**src/rtl/idx_ea_pkg.sv**
```systemverilog
package idx_ea_pkg;
  localparam int EA_W  = 16;
  localparam int ACC_W = 8;
  localparam int NREG  = 4;
  localparam int RSEL_W = $clog2(NREG);

  typedef enum logic [2:0] {
    OFS_NONE, OFS_C5, OFS_A, OFS_B, OFS_D, OFS_8, OFS_16
  } ofs_kind_e;

  typedef enum logic [1:0] {
    STEP_NONE, STEP_POST, STEP_PRE
  } step_kind_e;

  typedef struct packed {
    logic [RSEL_W-1:0] rsel;
    logic              base_pc;
    logic              base_zero;
    ofs_kind_e         ofs;
    logic [4:0]        c5;
    step_kind_e        step;
    logic              step_two;
    logic              indirect;
    logic              illegal;
    logic [1:0]        xbytes;
  } idx_dec_t;
endpackage

```
**src/rtl/idx_postbyte_decode.sv**
```systemverilog
module idx_postbyte_decode
  import idx_ea_pkg::*;
(
  input  logic [7:0] postbyte,
  output idx_dec_t   dec
);
  always_comb begin
    dec           = '0;
    dec.rsel      = postbyte[6:5];
    dec.c5        = postbyte[4:0];
    dec.ofs       = OFS_NONE;
    dec.step      = STEP_NONE;
    if (!postbyte[7]) begin
      dec.ofs = OFS_C5;
    end else begin
      dec.indirect = postbyte[4];
      unique case (postbyte[3:0])
        4'h0: begin dec.step = STEP_POST; dec.illegal = postbyte[4]; end
        4'h1: begin dec.step = STEP_POST; dec.step_two = 1'b1; end
        4'h2: begin dec.step = STEP_PRE;  dec.illegal = postbyte[4]; end
        4'h3: begin dec.step = STEP_PRE;  dec.step_two = 1'b1; end
        4'h4: dec.ofs = OFS_NONE;
        4'h5: dec.ofs = OFS_B;
        4'h6: dec.ofs = OFS_A;
        4'h8: begin dec.ofs = OFS_8;  dec.xbytes = 2'd1; end
        4'h9: begin dec.ofs = OFS_16; dec.xbytes = 2'd2; end
        4'hB: dec.ofs = OFS_D;
        4'hC: begin dec.ofs = OFS_8;  dec.base_pc = 1'b1; dec.xbytes = 2'd1; end
        4'hD: begin dec.ofs = OFS_16; dec.base_pc = 1'b1; dec.xbytes = 2'd2; end
        4'hF: begin
          dec.ofs       = OFS_16;
          dec.base_zero = 1'b1;
          dec.xbytes    = 2'd2;
          dec.illegal   = !postbyte[4];
        end
        default: dec.illegal = 1'b1;
      endcase
    end
    if (dec.illegal) begin
      dec.indirect = 1'b0;
      dec.step     = STEP_NONE;
      dec.xbytes   = 2'd0;
      dec.ofs      = OFS_NONE;
    end
  end
endmodule

```
**src/rtl/idx_ea_calc.sv**
```systemverilog
module idx_ea_calc
  import idx_ea_pkg::*;
(
  input  idx_dec_t                   dec,
  input  logic [NREG-1:0][EA_W-1:0]  regs,
  input  logic [ACC_W-1:0]           acc_a,
  input  logic [ACC_W-1:0]           acc_b,
  input  logic [EA_W-1:0]            pc,
  input  logic [EA_W-1:0]            offset,
  output logic [EA_W-1:0]            ea_pre,
  output logic [EA_W-1:0]            wb_val
);
  logic [EA_W-1:0] base, ofs_val, step_amt;

  always_comb begin
    if (dec.base_zero)    base = '0;
    else if (dec.base_pc) base = pc;
    else                  base = regs[dec.rsel];
  end

  always_comb begin
    unique case (dec.ofs)
      OFS_C5:  ofs_val = EA_W'($signed(dec.c5));
      OFS_A:   ofs_val = EA_W'($signed(acc_a));
      OFS_B:   ofs_val = EA_W'($signed(acc_b));
      OFS_D:   ofs_val = EA_W'({acc_a, acc_b});
      OFS_8:   ofs_val = EA_W'($signed(offset[ACC_W-1:0]));
      OFS_16:  ofs_val = offset;
      default: ofs_val = '0;
    endcase
  end

  assign step_amt = dec.step_two ? EA_W'(2) : EA_W'(1);

  always_comb begin
    unique case (dec.step)
      STEP_POST: begin ea_pre = base;            wb_val = base + step_amt; end
      STEP_PRE:  begin wb_val = base - step_amt; ea_pre = base - step_amt; end
      default:   begin ea_pre = base + ofs_val;  wb_val = base;            end
    endcase
  end
endmodule

```
**src/rtl/idx_ptr_fetch.sv**
```systemverilog
module idx_ptr_fetch
  import idx_ea_pkg::*;
(
  input  logic             clk,
  input  logic             rst,
  input  logic             go,
  input  logic [EA_W-1:0]  ptr_addr,
  input  logic [ACC_W-1:0] rd_data,
  output logic             busy,
  output logic             rd_req,
  output logic [EA_W-1:0]  rd_addr,
  output logic             ptr_ready,
  output logic [EA_W-1:0]  ptr
);
  typedef enum logic [1:0] {PF_IDLE, PF_HI, PF_LO, PF_FIN} pf_st_e;
  pf_st_e st;
  logic [ACC_W-1:0] hi_q;

  always_ff @(posedge clk) begin
    if (rst) begin
      st      <= PF_IDLE;
      rd_req  <= 1'b0;
      rd_addr <= '0;
      hi_q    <= '0;
    end else begin
      unique case (st)
        PF_IDLE: if (go) begin
          rd_req  <= 1'b1;
          rd_addr <= ptr_addr;
          st      <= PF_HI;
        end
        PF_HI: begin
          rd_addr <= rd_addr + EA_W'(1);
          st      <= PF_LO;
        end
        PF_LO: begin
          hi_q   <= rd_data;
          rd_req <= 1'b0;
          st     <= PF_FIN;
        end
        default: st <= PF_IDLE;
      endcase
    end
  end

  assign busy      = (st != PF_IDLE);
  assign ptr_ready = (st == PF_FIN);
  assign ptr       = {hi_q, rd_data};

  AST_RD_PAIR: assert property (@(posedge clk) disable iff (rst)
    $rose(rd_req) |=> rd_req && (rd_addr == $past(rd_addr) + EA_W'(1)));
endmodule

```
**src/rtl/idx_ea_unit.sv**
```systemverilog
module idx_ea_unit
  import idx_ea_pkg::*;
(
  input  logic        clk,
  input  logic        rst,
  input  logic        start,
  input  logic [7:0]  postbyte,
  input  logic [15:0] offset,
  input  logic [15:0] reg_x,
  input  logic [15:0] reg_y,
  input  logic [15:0] reg_u,
  input  logic [15:0] reg_s,
  input  logic [7:0]  acc_a,
  input  logic [7:0]  acc_b,
  input  logic [15:0] pc,
  output logic [1:0]  extra_bytes,
  output logic        busy,
  output logic        rd_req,
  output logic [15:0] rd_addr,
  input  logic [7:0]  rd_data,
  output logic        done,
  output logic [15:0] ea,
  output logic        illegal,
  output logic        wb_en,
  output logic [1:0]  wb_sel,
  output logic [15:0] wb_val
);
  idx_dec_t                  dec;
  logic [NREG-1:0][EA_W-1:0] regs;
  logic [EA_W-1:0]           ea_pre, wb_calc, ptr;
  logic                      accept, ptr_ready;
  logic                      pend_wb, ind_q;
  logic [RSEL_W-1:0]         pend_sel;
  logic [EA_W-1:0]           pend_val;

  assign regs   = {reg_s, reg_u, reg_y, reg_x};
  assign accept = start && !busy;

  idx_postbyte_decode dec_i (.postbyte(postbyte), .dec(dec));

  idx_ea_calc calc_i (
    .dec(dec), .regs(regs), .acc_a(acc_a), .acc_b(acc_b), .pc(pc),
    .offset(offset), .ea_pre(ea_pre), .wb_val(wb_calc)
  );

  idx_ptr_fetch fetch_i (
    .clk(clk), .rst(rst), .go(accept && dec.indirect), .ptr_addr(ea_pre),
    .rd_data(rd_data), .busy(busy), .rd_req(rd_req), .rd_addr(rd_addr),
    .ptr_ready(ptr_ready), .ptr(ptr)
  );

  assign extra_bytes = dec.xbytes;

  always_ff @(posedge clk) begin
    if (rst) begin
      done     <= 1'b0;
      ea       <= '0;
      illegal  <= 1'b0;
      wb_en    <= 1'b0;
      wb_sel   <= '0;
      wb_val   <= '0;
      pend_wb  <= 1'b0;
      pend_sel <= '0;
      pend_val <= '0;
      ind_q    <= 1'b0;
    end else begin
      done    <= 1'b0;
      illegal <= 1'b0;
      wb_en   <= 1'b0;
      if (accept) begin
        ind_q    <= dec.indirect;
        pend_wb  <= (dec.step != STEP_NONE);
        pend_sel <= dec.rsel;
        pend_val <= wb_calc;
        if (!dec.indirect) begin
          done    <= 1'b1;
          ea      <= ea_pre;
          illegal <= dec.illegal;
          wb_en   <= (dec.step != STEP_NONE);
          wb_sel  <= dec.rsel;
          wb_val  <= wb_calc;
        end
      end else if (ptr_ready) begin
        done   <= 1'b1;
        ea     <= ptr;
        wb_en  <= pend_wb;
        wb_sel <= pend_sel;
        wb_val <= pend_val;
      end
    end
  end

  AST_ILL_NO_WB: assert property (@(posedge clk) disable iff (rst)
    done && illegal |-> !wb_en);
  AST_ILL_NO_READ: assert property (@(posedge clk) disable iff (rst)
    accept && dec.illegal |=> !rd_req);
  AST_DIRECT_ONE_CYCLE: assert property (@(posedge clk) disable iff (rst)
    accept && !dec.indirect |=> done);
  AST_READ_NEEDS_START: assert property (@(posedge clk) disable iff (rst)
    $rose(rd_req) |-> $past(accept));
  AST_STEP_SIZE: assert property (@(posedge clk) disable iff (rst)
    done && wb_en && !ind_q |->
      (ea == wb_val) || (wb_val - ea == 16'd1) || (wb_val - ea == 16'd2));
endmodule

```
**config.mk**
```make
export PLATFORM = sky130hd
export DESIGN_NAME = idx_ea_unit
export DESIGN_NICKNAME = d
export VERILOG_FILES = /design/src/rtl/idx_ea_pkg.sv /design/src/rtl/idx_postbyte_decode.sv /design/src/rtl/idx_ea_calc.sv /design/src/rtl/idx_ptr_fetch.sv /design/src/rtl/idx_ea_unit.sv
export SDC_FILE = /design/constraint.sdc
export NUM_CORES = 1
export LEC_CHECK = 0
export BUFFER_PORTS_ARGS = -buffer_cell sky130_fd_sc_hd__buf_2
export CAP_MARGIN = 40
export CORE_MARGIN = 3
export CORE_UTILIZATION = 34
export CTS_CLUSTER_SIZE = 10
export DETAILED_ROUTE_END_ITERATION = 10
export GPL_TIMING_DRIVEN = 1
export PLACE_DENSITY = 0.64
export SLEW_MARGIN = 25
export SYNTH_ARGS = -nofsm -noshare
export SYNTH_HDL_FRONTEND = slang
export SYNTH_SLANG_ARGS = --single-unit
```
**constraint.sdc**
```tcl
create_clock -name clk -period 6.7 [get_ports clk]
set_input_delay 0.67 -clock clk [delete_from_list [all_inputs] [get_ports clk]]
set_output_delay 0.67 -clock clk [all_outputs]
set_load 0.05 [all_outputs]
```
==> results of run 1 <==
-- worst max path at each step --
stage                      startpoint                   to  slack (ns)  depth (start not counted)
after detailed placement  postbyte[5]               ea[11]        1.83                         13
after CTS                 postbyte[5]               ea[11]        2.18                         13
after global placement    postbyte[5]               ea[11]        1.92                         13
after floorplan           postbyte[6]           wb_val[14]        2.58                         15
after global routing      postbyte[5]               ea[11]        1.76                         13
final                     postbyte[1]  fetch_i.rd_addr[13]        2.07                         13
-- layout make-up --
class / count / area, sq um / area share, %
clock buffers: 9 / 225 / 2.75
multi-input cells: 673 / 4700 / 57.3
inverters: 42 / 158 / 1.92
clock inverters: 7 / 68.8 / 0.840
flip-flops and latches: 83 / 1660 / 20.3
well taps: 265 / 332 / 4.05
repair buffers: 203 / 1050 / 12.8
-- metal layers --
layer  part of all wire, %  global-route usage, %  up-vias
li1                      -                      -     3588
met1                    43                   28.0     3439
met2                    46                   33.4      331
met3                   8.0                   4.72       49
met4                   3.7                   7.92        0
met5                     0                      0        -
-- power breakdown --
part	internal, mW	total (mW)	switching, mW
Combinational	0.229	0.668	0.439
Clock	0.287	0.491	0.204
Sequential	0.533	0.559	0.0264
-- flip-flops by register name, summed over array words and instances (netlist names) --
| name | cells |
|---|---|
| fetch_i.st | 2 |
| wb_en | 1 |
| wb_val | 16 |
| ea | 16 |
| fetch_i.rd_addr | 16 |
| pend_val | 16 |
| done | 1 |
| fetch_i.rd_req | 1 |
| pend_sel | 2 |
| wb_sel | 2 |
| pend_wb | 1 |
| illegal | 1 |
| fetch_i.hi_q | 8 |
-- worst max-delay path: stages --
cell       delay [ns]
buf_2            0.19
and4b_1          0.28
buf_4            0.28
mux2i_1          0.14
a31oi_1          0.58
ha_1             0.37
a21oi_1          0.20
nand4_1          0.50
o21ba_2          0.40
a2111oi_0        0.78
nand2_1          0.17
o211ai_1         0.16
a31oi_1          0.10
-- metrics by stage --
step	instances	hold slack [ns]	cell area, sq um	utilization (%)
2_1_floorplan	864	0.442	6800	-
3_3_place_gp	1263	0.445	7880	40.4
3_5_place_dp	1264	0.456	7890	40.4
4_1_cts	1280	0.465	8180	41.9
5_1_grt	1282	0.489	8190	42.0
6_report	1282	0.461	8190	42.0
-- kinds of logic (layout without fill, tap and decap cells) --
group | count (synthesis) | in the layout | share of synthesized area, %
multiplexers | 41 | 41 | 9.09
AND/OR/NAND/NOR | 290 | 290 | 21.6
AO/OA/AOI/OAI | 293 | 293 | 30.1
XOR/XNOR | 18 | 18 | 2.32
adder cells (fa/ha/maj) | 31 | 31 | 6.04
buffers and inverters | 108 | 261 | 6.50
flip-flops | 83 | 83 | 24.4
-- cells in the final DEF (no fill, tap or decap), drive strengths merged, types with 5 or more instances in the layout --
master     n
and4       6
mux2       6
nor2b     10
o21a      10
buf      201
a211oi    14
a22oi     13
ha        28
clkbuf    11
o21ai     69
a222oi     5
clkinv     7
inv       39
nand4     12
nand3     32
a311oi     6
and3      10
nand2     70
o211ai    12
mux2i     19
xnor2     14
a31oi     14
o22ai      5
a21o       8
a32oi      6
a221o     11
and2      14
a21oi     56
a2111oi    5
a221oi    15
a22o       5
nor3      24
nor4      13
nor2      72
mux4      16
or2        7
dfxtp     83
==> impl_results.md, run 1 <==
- Largest net degree at the start of global routing: 62
- Starting density of the core: 34.8%
- CP Launch Type: primary input
- First-pass GRT wire length: 36.7 mm
- Final setup viols: 0
- Register area share after synthesis: 24.4%
- Area leader, netlist: dfxtp_1
- Fin crit share: 69.1%
- Total setup buffers inserted after CTS: 0
- CP Class: in -> reg
- GRT Resource Usage Total: 21.0%
- TritonCTS buffer count: 9
- Worst-Skew Late Latency: 0.34 ns
- Leakage: 3.46 nW
- Worst reg2reg setup slack: 3.96 ns
- Max_slew headroom: 38.0%
- Synth warn: 0
- Hold Path Sink: wb_val[3]
- Die Wd: 147 um
- RR Startpoint: fetch_i.st[1]
- #FFs+latches synth: 83
- Share of the synthesized area in the top cell type: 24.4%
- Syn_nets: 1,026
- Worst Path Required: 6.90 ns
- Routed vias/inst: 5.78
- Number of global-route vias before repair: 6,783
- Most common cell in the synthesized netlist: dfxtp_1
- Cell depth of the worst min-delay path: 2
- Post-cts resize count: 0
- Initial DRC Count: 778
- Remaining Overflow, GRT: 0
- VDD IR max: 0.102 mV
- Clock Skew: 0.00879 ns
- Layout cell share with drive strength beyond 1: 25.5%
- Die height: 147 um
- FFs w/ async S/R, synth: 0%
- Synth top cells by count: dfxtp_1, nor2_1, nand2_1
- Netlist cell types: 81
- Die area: 21,700 sq um
- Synth top area cells: dfxtp_1, mux4_2, ha_1
- Critical path capture point type: register
- Filler Cell Count: 2,039
- Max Freq: 0.216 GHz
- WP data arrival: 4.83 ns
- Clk sinks: 83
- DP HPWL: 18.0 mm
- Syn Inst Count: 864
- Pre-CTS setup slack: 1.83 ns
- Total power: 1.72 mW
- Area delta synth->final: 20.5%
- Syn Area/Cell: 7.87 sq um
- TritonCTS clock tree: built
- # diodes: 0
- H-tree levels: 3
- Worst-margin pin slew: 0.907 ns
- Core Footprint: 19,500 sq um
- Pins Over Slew Limit: 0
- Fin. Hold Viols: 0
- Outcome: complete, no violations
- Routability cong.: 0.948
- Worst R2R End: fetch_i.rd_addr[10]
- Crit-path max FO: 27
- Routed len/inst: 18.5 um
- Routed WL: 23.7 mm
- Max_cap viols: 0
- Mapped Area: 6800 sq um
- Post-CTS Hold Buffers: 0
- Initial DRT Pass Iterations: 7
- Pwr Density: 210 nW/um^2
- RSZ-0062 raised after global routing: no
- Final worst slack: 2.07 ns
- Clock period minus worst slack: 4.63 ns
- Worst Hold Class: reg -> reg
- # nets final: 1,174
- Remaining DRCs: 0
- Sum Neg Setup Slack: 0 ns
- DRT antenna net count: 0
- Clk buf depth: 2
- Min-delay src: wb_val[3]
- CTS root buf: clkbuf_16
- Antenna violations before repair: 0
- Routed via count: 7,407
- Worst reg-to-reg path cell count: 9
- Port Buffers: 187
- EDFF count, synth: 0
- Cell row count: 51
- CTS clk-pin slew, worst paths: 0.06 ns
- IO Pins: 188
- Synth Flop Type: dfxtp_1
No activity file was read; power rests on OpenSTA's default activity.
==> run 2, diff against run 1 <==
clock period = 4.3 ns   (was 6.7 ns; I/O delays follow)
==> run 2 against run 1 <==
  * Routed wire length is 1.8% higher
  * Utilization is 1.0 points higher
  * Setup slack worse by 1.7 ns
  * Sequential share of layout area is 0.48 points lower
  * Final area is 2.4% higher
  * Global-route usage is 0.69 points higher
==> impl_results.md, run 2 (same netlist as run 1, synthesis figures left out) <==
- First-pass GRT wire length: 38.1 mm (was 36.7 mm)
- Placed inst area: 8080 sq um (was 7890 sq um)
- Worst R2R End: fetch_i.rd_addr[4] (was fetch_i.rd_addr[10])
- Routed len/inst: 18.6 um (was 18.5 um)
- Critical path capture point type: register (unchanged)
- Largest stage delay, worst path: 0.57 ns (was 0.78 ns)
- Max_slew headroom: 44.1% (was 38.0%)
- Final setup viols: 0 (unchanged)
- RSZ-0062 raised after global routing: no (unchanged)
- Most common cell after layout, fill and taps aside: buf_2 (unchanged)
- Largest net degree at the start of global routing: 56 (was 62)
- # nets final: 1,195 (was 1,174)
- TritonCTS buffer count: 9 (unchanged)
- RR Startpoint: fetch_i.st[1] (unchanged)
- Die Wd: 147 um (unchanged)
- # diodes: 0 (unchanged)
- Remaining Overflow, GRT: 0 (unchanged)
- Routed vias/inst: 5.78 (about the same)
- Filler Cell Count: 2,051 (was 2,039)
- Worst-Skew Late Latency: 0.34 ns (about the same)
- Max_cap viols: 0 (unchanged)
- Routed WL: 24.2 mm (was 23.7 mm)
- Remaining DRCs: 0 (unchanged)
- Worst Path Required: 4.51 ns (was 6.90 ns)
- Clk buf depth: 2 (unchanged)
- Sum Neg Setup Slack: 0 ns (unchanged)
- Layout cell share with drive strength beyond 1: 26.9% (was 25.5%)
- Clock Skew: 0.0107 ns (was 0.00879 ns)
- Area delta synth->final: 23.4% (was 20.5%)
- Starting density of the core: 34.8% (unchanged)
- Initial DRC Count: 772 (was 778)
- Final instance area: 8390 sq um (was 8190 sq um)
- Fin crit share: 92.5%
- CTS clk-pin slew, worst paths: 0.06 ns (about the same)
- Cell row count: 51 (unchanged)
- Pre-CTS setup slack: 0.0563 ns (was 1.83 ns)
- H-tree levels: 3 (unchanged)
- Pins Over Slew Limit: 0 (unchanged)
- CP Class: in -> reg (unchanged)
- Number of global-route vias before repair: 7,192 (was 6,783)
- Hold Path Sink: fetch_i.hi_q[2] (was wb_val[3])
- Port Buffers: 187 (unchanged)
- Routability cong.: 0.936 (was 0.948)
- Fin. Hold Viols: 0 (unchanged)
- Worst reg-to-reg path cell count: 8 (was 9)
- Clk sinks: 83 (unchanged)
- Min-delay src: rd_data[2] (was wb_val[3])
- GRT Resource Usage Total: 21.7% (was 21.0%)
- Register area: 1660 sq um (unchanged)
- Die height: 147 um (unchanged)
- Critical-path cell list: buf_2, buf_4, mux4_2, a22oi_1, clkinv_1, ha_1, o21ai_0, a221oi_1, nor2_1, xnor2_1, a221oi_1, o221ai_1 (was buf_2, and4b_1, buf_4, mux2i_1, a31oi_1, ha_1, a21oi_1, nand4_1, o21ba_2, a2111oi_0, nand2_1, o211ai_1, a31oi_1)
- Antenna violations before repair: 0 (unchanged)
- Most frequent cells in the layout: buf_2, dfxtp_1, nor2_1 (unchanged)
- Total setup buffers inserted after CTS: 0 (unchanged)
- Slowest CP cell: mux4_2 (was a2111oi_0)
- CP delay by family, top: compound AO/OA/AOI/OAI gates (unchanged)
- Critical path's most frequent cell: a221oi_1 (was a31oi_1)
- Worst-margin pin slew: 0.838 ns (was 0.907 ns)
- Routed via count: 7,532 (was 7,407)
- Worst reg2reg setup slack: 1.48 ns (was 3.96 ns)
- DP HPWL: 18.8 mm (was 18.0 mm)
- Worst Hold Class: in -> reg (was reg -> reg)
- Die area: 21,700 sq um (unchanged)
- Post-CTS Hold Buffers: 0 (unchanged)
- DRT antenna net count: 0 (unchanged)
- Pwr Density: 331 nW/um^2 (was 210 nW/um^2)
- Cell depth of the worst min-delay path: 3 (was 2)
- Outcome: complete, no violations (unchanged)
- TritonCTS clock tree: built (unchanged)
- Leakage: 3.58 nW (was 3.46 nW)
- Final worst slack: 0.324 ns (was 2.07 ns)
- Max Freq: 0.252 GHz
- Crit-path max FO: 9 (was 27)
- Clock period minus worst slack: 3.98 ns
- Core Footprint: 19,500 sq um (unchanged)
- Post-cts resize count: 0 (unchanged)
- CTS root buf: clkbuf_16 (unchanged)
- Initial DRT Pass Iterations: 5 (was 7)
- IO Pins: 188 (unchanged)
- VDD IR max: 0.212 mV (was 0.102 mV)
- WP data arrival: 4.18 ns (was 4.83 ns)
- CP Buf/Inv Count: 3 (was 2)
- CP Launch Type: primary input (unchanged)
- Area of the multi-input gates: 4700 sq um (unchanged)
==> run 2: worst max-delay path by stage <==
stage,from,to,slack (ns),depth (start not counted)
final,postbyte[5],ea[11],0.32,12
after global routing,postbyte[5],ea[11],0.08,12
after CTS,postbyte[5],ea[11],0.43,12
after detailed placement,postbyte[5],ea[11],0.06,12
after global placement,postbyte[5],ea[11],0.21,12
after floorplan,postbyte[6],wb_val[14],0.42,15
==> run 2: area by class of cell <==
| class | count | area share, % |
|---|---|---|
| inverter | 42 | 1.88 |
| sequential | 83 | 19.8 |
| multi-input combinational | 673 | 56.0 |
| clock buffer | 11 | 2.89 |
| clock inverter | 4 | 0.894 |
| tap | 265 | 3.95 |
| timing repair buffer | 224 | 14.6 |
==> run 2: worst register-to-register path, cell delays in order, from the launching register on <==
cell and delay, ns:
dfxtp_1 0.34, inv_1 0.10, ha_1 0.71, clkinv_1 0.53, o21ai_1 0.24, buf_4 0.24, nand2_1 0.17, o22ai_1 0.27
a211oi_1 0.08
==> run 2: metrics by stage <==
| step | utilization [%] | std cells | hold WS (ns) | power [mW] |
|---|---|---|---|---|
| global route | 43.0 | 1302 | 0.345 | 2.91 |
| finish | 43.0 | 1302 | 0.352 | 2.78 |
| global placement | 41.4 | 1287 | 0.443 | 1.94 |
| CTS | 43.0 | 1302 | 0.343 | 2.78 |
| floorplan | - | 864 | 0.442 | 1.60 |
| detailed placement | 41.4 | 1287 | 0.445 | 1.94 |
==> run 2: where the power goes <==
| group | internal, mW | switching [mW] |
|---|---|---|
| clock network | 0.522 | 0.316 |
| registers | 0.830 | 0.0398 |
| logic | 0.382 | 0.689 |
==> run 2: metal layers <==
layer,vias to the layer above,GRT usage [%],share of wire [%]
met4,0,7.60,3.1
li1,3632,-,-
met3,40,4.32,8.2
met1,3528,28.9,43
met2,332,35.0,46
met5,-,1.14,0
==> run 3, diff against run 2 <==
ABC_AREA = 1   (was default)
==> run 3 against run 2 <==
  * Clock skew up 0.00093 ns
  * Highest routed layer unchanged
  * Critical path depth is 10 higher
  * Routed wire length increased by 2.6%
  * Critical path type unchanged
  * Global-route usage is 0.44 points lower
==> impl_results.md, run 3 <==
- Outcome: complete, no violations (unchanged)
- Worst-Skew Late Latency: 0.35 ns (was 0.34 ns)
- Met1 Wirelength: 11.1 mm (was 10.3 mm)
- Initial DRC Count: 673 (was 772)
- Number of global-route vias before repair: 7,537 (was 7,192)
- RSZ-0062 raised after global routing: no (unchanged)
- WP data arrival: 4.12 ns (was 4.18 ns)
- Clock period minus worst slack: 3.86 ns (was 3.98 ns)
- Register area: 1660 sq um (unchanged)
- Worst hold margin: 0.355 ns (was 0.352 ns)
- Area of the multi-input gates: 4740 sq um (was 4700 sq um)
- # nets final: 1,503 (was 1,195)
- CP Buf/Inv Count: 2 (was 3)
- CP Class: in -> reg (unchanged)
- Synth warn: 0 (unchanged)
- Most frequent cells in the layout: nand2_1, buf_2, nor2_1 (was buf_2, dfxtp_1, nor2_1)
- Remaining Overflow, GRT: 0 (unchanged)
- Post-cts resize count: 0 (unchanged)
- CP Launch Type: primary input (unchanged)
- TritonCTS clock tree: built (unchanged)
- Worst-margin pin slew: 0.758 ns (was 0.838 ns)
- Critical path's most frequent cell: nand2_1 (was a221oi_1)
- CP delay by family, top: simple AND/OR/NAND/NOR gates (was compound AO/OA/AOI/OAI gates)
- Most common cell after layout, fill and taps aside: nand2_1 (was buf_2)
- IO Pins: 188 (unchanged)
- Critical path capture point type: register (unchanged)
- CTS clk-pin slew, worst paths: 0.06 ns (about the same)
- Synth Flop Type: dfxtp_1 (unchanged)
- Total power: 4.03 mW (was 2.78 mW)
- Pwr Density: 469 nW/um^2 (was 331 nW/um^2)
- Fin crit share: 89.7% (was 92.5%)
- Clk sinks: 83 (unchanged)
- Final core occ: 42.1% (was 43.0%)
- First-pass GRT wire length: 38.6 mm (was 38.1 mm)
- Remaining DRCs: 0 (unchanged)
- Worst Hold Class: in -> reg (unchanged)
- Netlist cell types: 50 (was 81)
- Max_slew headroom: 49.3% (was 44.1%)
- Final worst slack: 0.441 ns (was 0.324 ns)
- Final setup viols: 0 (unchanged)
- Cell row count: 52 (was 51)
- Area delta synth->final: 21.2% (was 23.4%)
- Worst Setup SP: postbyte[0] (was postbyte[5])
- Syn_nets: 1,342 (was 1,026)
- Area leader, netlist: dfxtp_1 (unchanged)
- Non-filler cells, final: 1,614 (was 1,302)
- Synth top cells by count: nand2_1, nor2_1, nand3_1 (was dfxtp_1, nor2_1, nand2_1)
- Wire length on met2: 11.9 mm (was 11.1 mm)
- Initial DRT Pass Iterations: 5 (unchanged)
- Placed inst area: 8240 sq um (was 8080 sq um)
- Final instance area: 8580 sq um (was 8390 sq um)
- Layout cell share with drive strength beyond 1: 20.1% (was 26.9%)
- CTS root buf: clkbuf_16 (unchanged)
- Antenna violations before repair: 0 (unchanged)
- Critical-path cell list: buf_2, nand2_1, nor2_2, nand2_1, nand4_1, nor2_2, nand3_1, nand2_1, buf_4, a22oi_1, o211ai_1, ha_1, nand3_1, a31oi_1, nor2_1, o21ai_0, a21oi_1, or2_2, nand3_1, nand2_1, a21o_1, a21oi_1 (was buf_2, buf_4, mux4_2, a22oi_1, clkinv_1, ha_1, o21ai_0, a221oi_1, nor2_1, xnor2_1, a221oi_1, o221ai_1)
- Starting density of the core: 34.8% (about the same)
- Core Footprint: 20,400 sq um (was 19,500 sq um)
- Filler Cell Count: 2,191 (was 2,051)
- Max Freq: 0.259 GHz (was 0.252 GHz)
- Syn Inst Count: 1,180 (was 864)
- Share of the synthesized area in the top cell type: 23.5% (was 24.4%)
- EDFF count, synth: 0 (unchanged)
- Post-CTS Hold Buffers: 0 (unchanged)
- Largest stage delay, worst path: 0.38 ns (was 0.57 ns)
- # diodes: 0 (unchanged)
- Mapped Area: 7080 sq um (was 6800 sq um)
- Die Wd: 150 um (was 147 um)
- TritonCTS buffer count: 9 (unchanged)
- Routed via count: 8,232 (was 7,532)
- Port Buffers: 187 (unchanged)
- Fin. Hold Viols: 0 (unchanged)
- Routed WL: 24.8 mm (was 24.2 mm)
- Clk buf depth: 2 (unchanged)
- DR top layer: met4 (unchanged)
- Syn Area/Cell: 6.00 sq um (was 7.87 sq um)
- Crit-path max FO: 8 (was 9)
- Synth top area cells: dfxtp_1, nand2_1, nand3_1 (was dfxtp_1, mux4_2, ha_1)
- Total setup buffers inserted after CTS: 0 (unchanged)
- VDD IR max: 0.227 mV (was 0.212 mV)
- Slowest CP cell: ha_1 (was mux4_2)
- GRT Resource Usage Total: 21.3% (was 21.7%)
- H-tree levels: 3 (unchanged)
- DRT antenna net count: 0 (unchanged)
- Sum Neg Setup Slack: 0 ns (unchanged)
- RR Startpoint: fetch_i.st[0] (was fetch_i.st[1])
- DP HPWL: 19.3 mm (was 18.8 mm)
- Die height: 150 um (was 147 um)
- Register area share after synthesis: 23.5% (was 24.4%)
- Leakage: 4.21 nW (was 3.58 nW)
- Met3 wire len: 1.42 mm (was 1.98 mm)
- #FFs+latches synth: 83 (unchanged)
- Cells after DPL: 1,600 (was 1,287)
- Routability cong.: 0.941 (was 0.936)
- FFs w/ async S/R, synth: 0% (unchanged)
- Max_cap viols: 0 (unchanged)
- Clock Skew: 0.0117 ns (was 0.0107 ns)
- Routed len/inst: 15.4 um (was 18.6 um)
- Worst Path Required: 4.56 ns (was 4.51 ns)
- Largest net degree at the start of global routing: 64 (was 56)
- Pins Over Slew Limit: 0 (unchanged)
- Die area: 22,600 sq um (was 21,700 sq um)
- Routed vias/inst: 5.10 (was 5.78)
- Pre-CTS setup slack: 0.0177 ns (was 0.0563 ns)
- Min-delay src: rd_data[0] (was rd_data[2])
- Most common cell in the synthesized netlist: nand2_1 (was dfxtp_1)
run 3: cell count changes in the layout (fill, tap and decap cells not counted), moves of 12 or more:
cell      before  now
and2_1        13    1
nor4_1        13    1
mux2i_1       19    0
mux4_2        16    0
nand3_1       32  127
a21oi_1       55   93
buf_4         36   20
nor3_1        23    7
a221oi_1      15    2
nand2_1       70  310
nor2_1        71  137
inv_1         39  104
run 3: report_power, final:
part | total, mW | switching, mW | internal [mW]
combinational | 2.08 | 1.50 | 0.578
sequential | 1.08 | 0.119 | 0.957
clock | 0.872 | 0.311 | 0.561
total | 4.03 | 1.93 | 2.10
run 3: final cells by class:
| cell class | instances | area share [%] |
|---|---|---|
| Clock inverter | 5 | 1.21 |
| Clock buffer | 9 | 2.62 |
| Inverter | 114 | 4.99 |
| Tap cell | 270 | 3.94 |
| Multi-Input combinational cell | 926 | 55.2 |
| Sequential cell | 83 | 19.4 |
| Timing Repair Buffer | 207 | 12.7 |
run 3: final timing paths:
kind                          end  depth (start not counted)  slack, ns
hold reg to reg             ea[3]                          2       0.46
hold / removal    fetch_i.hi_q[0]                          3       0.36
setup / recovery            ea[9]                         22       0.44
setup reg to reg       wb_val[13]                         13       1.37
run 3: tightest hold or removal path, stage by stage:
cell and delay [ns]:
buf_2 0.09, nor2_1 0.05, nor2_1 0.09
run 3: cell families after synthesis:
family | count (synthesis) | synth area share, %
buffers and inverters | 171 | 9.99
adder cells (fa/ha/maj) | 31 | 5.80
AND/OR/NAND/NOR | 646 | 40.0
AO/OA/AOI/OAI | 232 | 18.6
flip-flops | 83 | 23.5
XOR/XNOR | 17 | 2.10
run 3: per-layer routing:
layer / up-vias / track usage [%]
li1: 4216 / -
met5: - / 0
met3: 26 / 3.49
met4: 0 / 3.93
met2: 263 / 35.9
met1: 3727 / 28.8
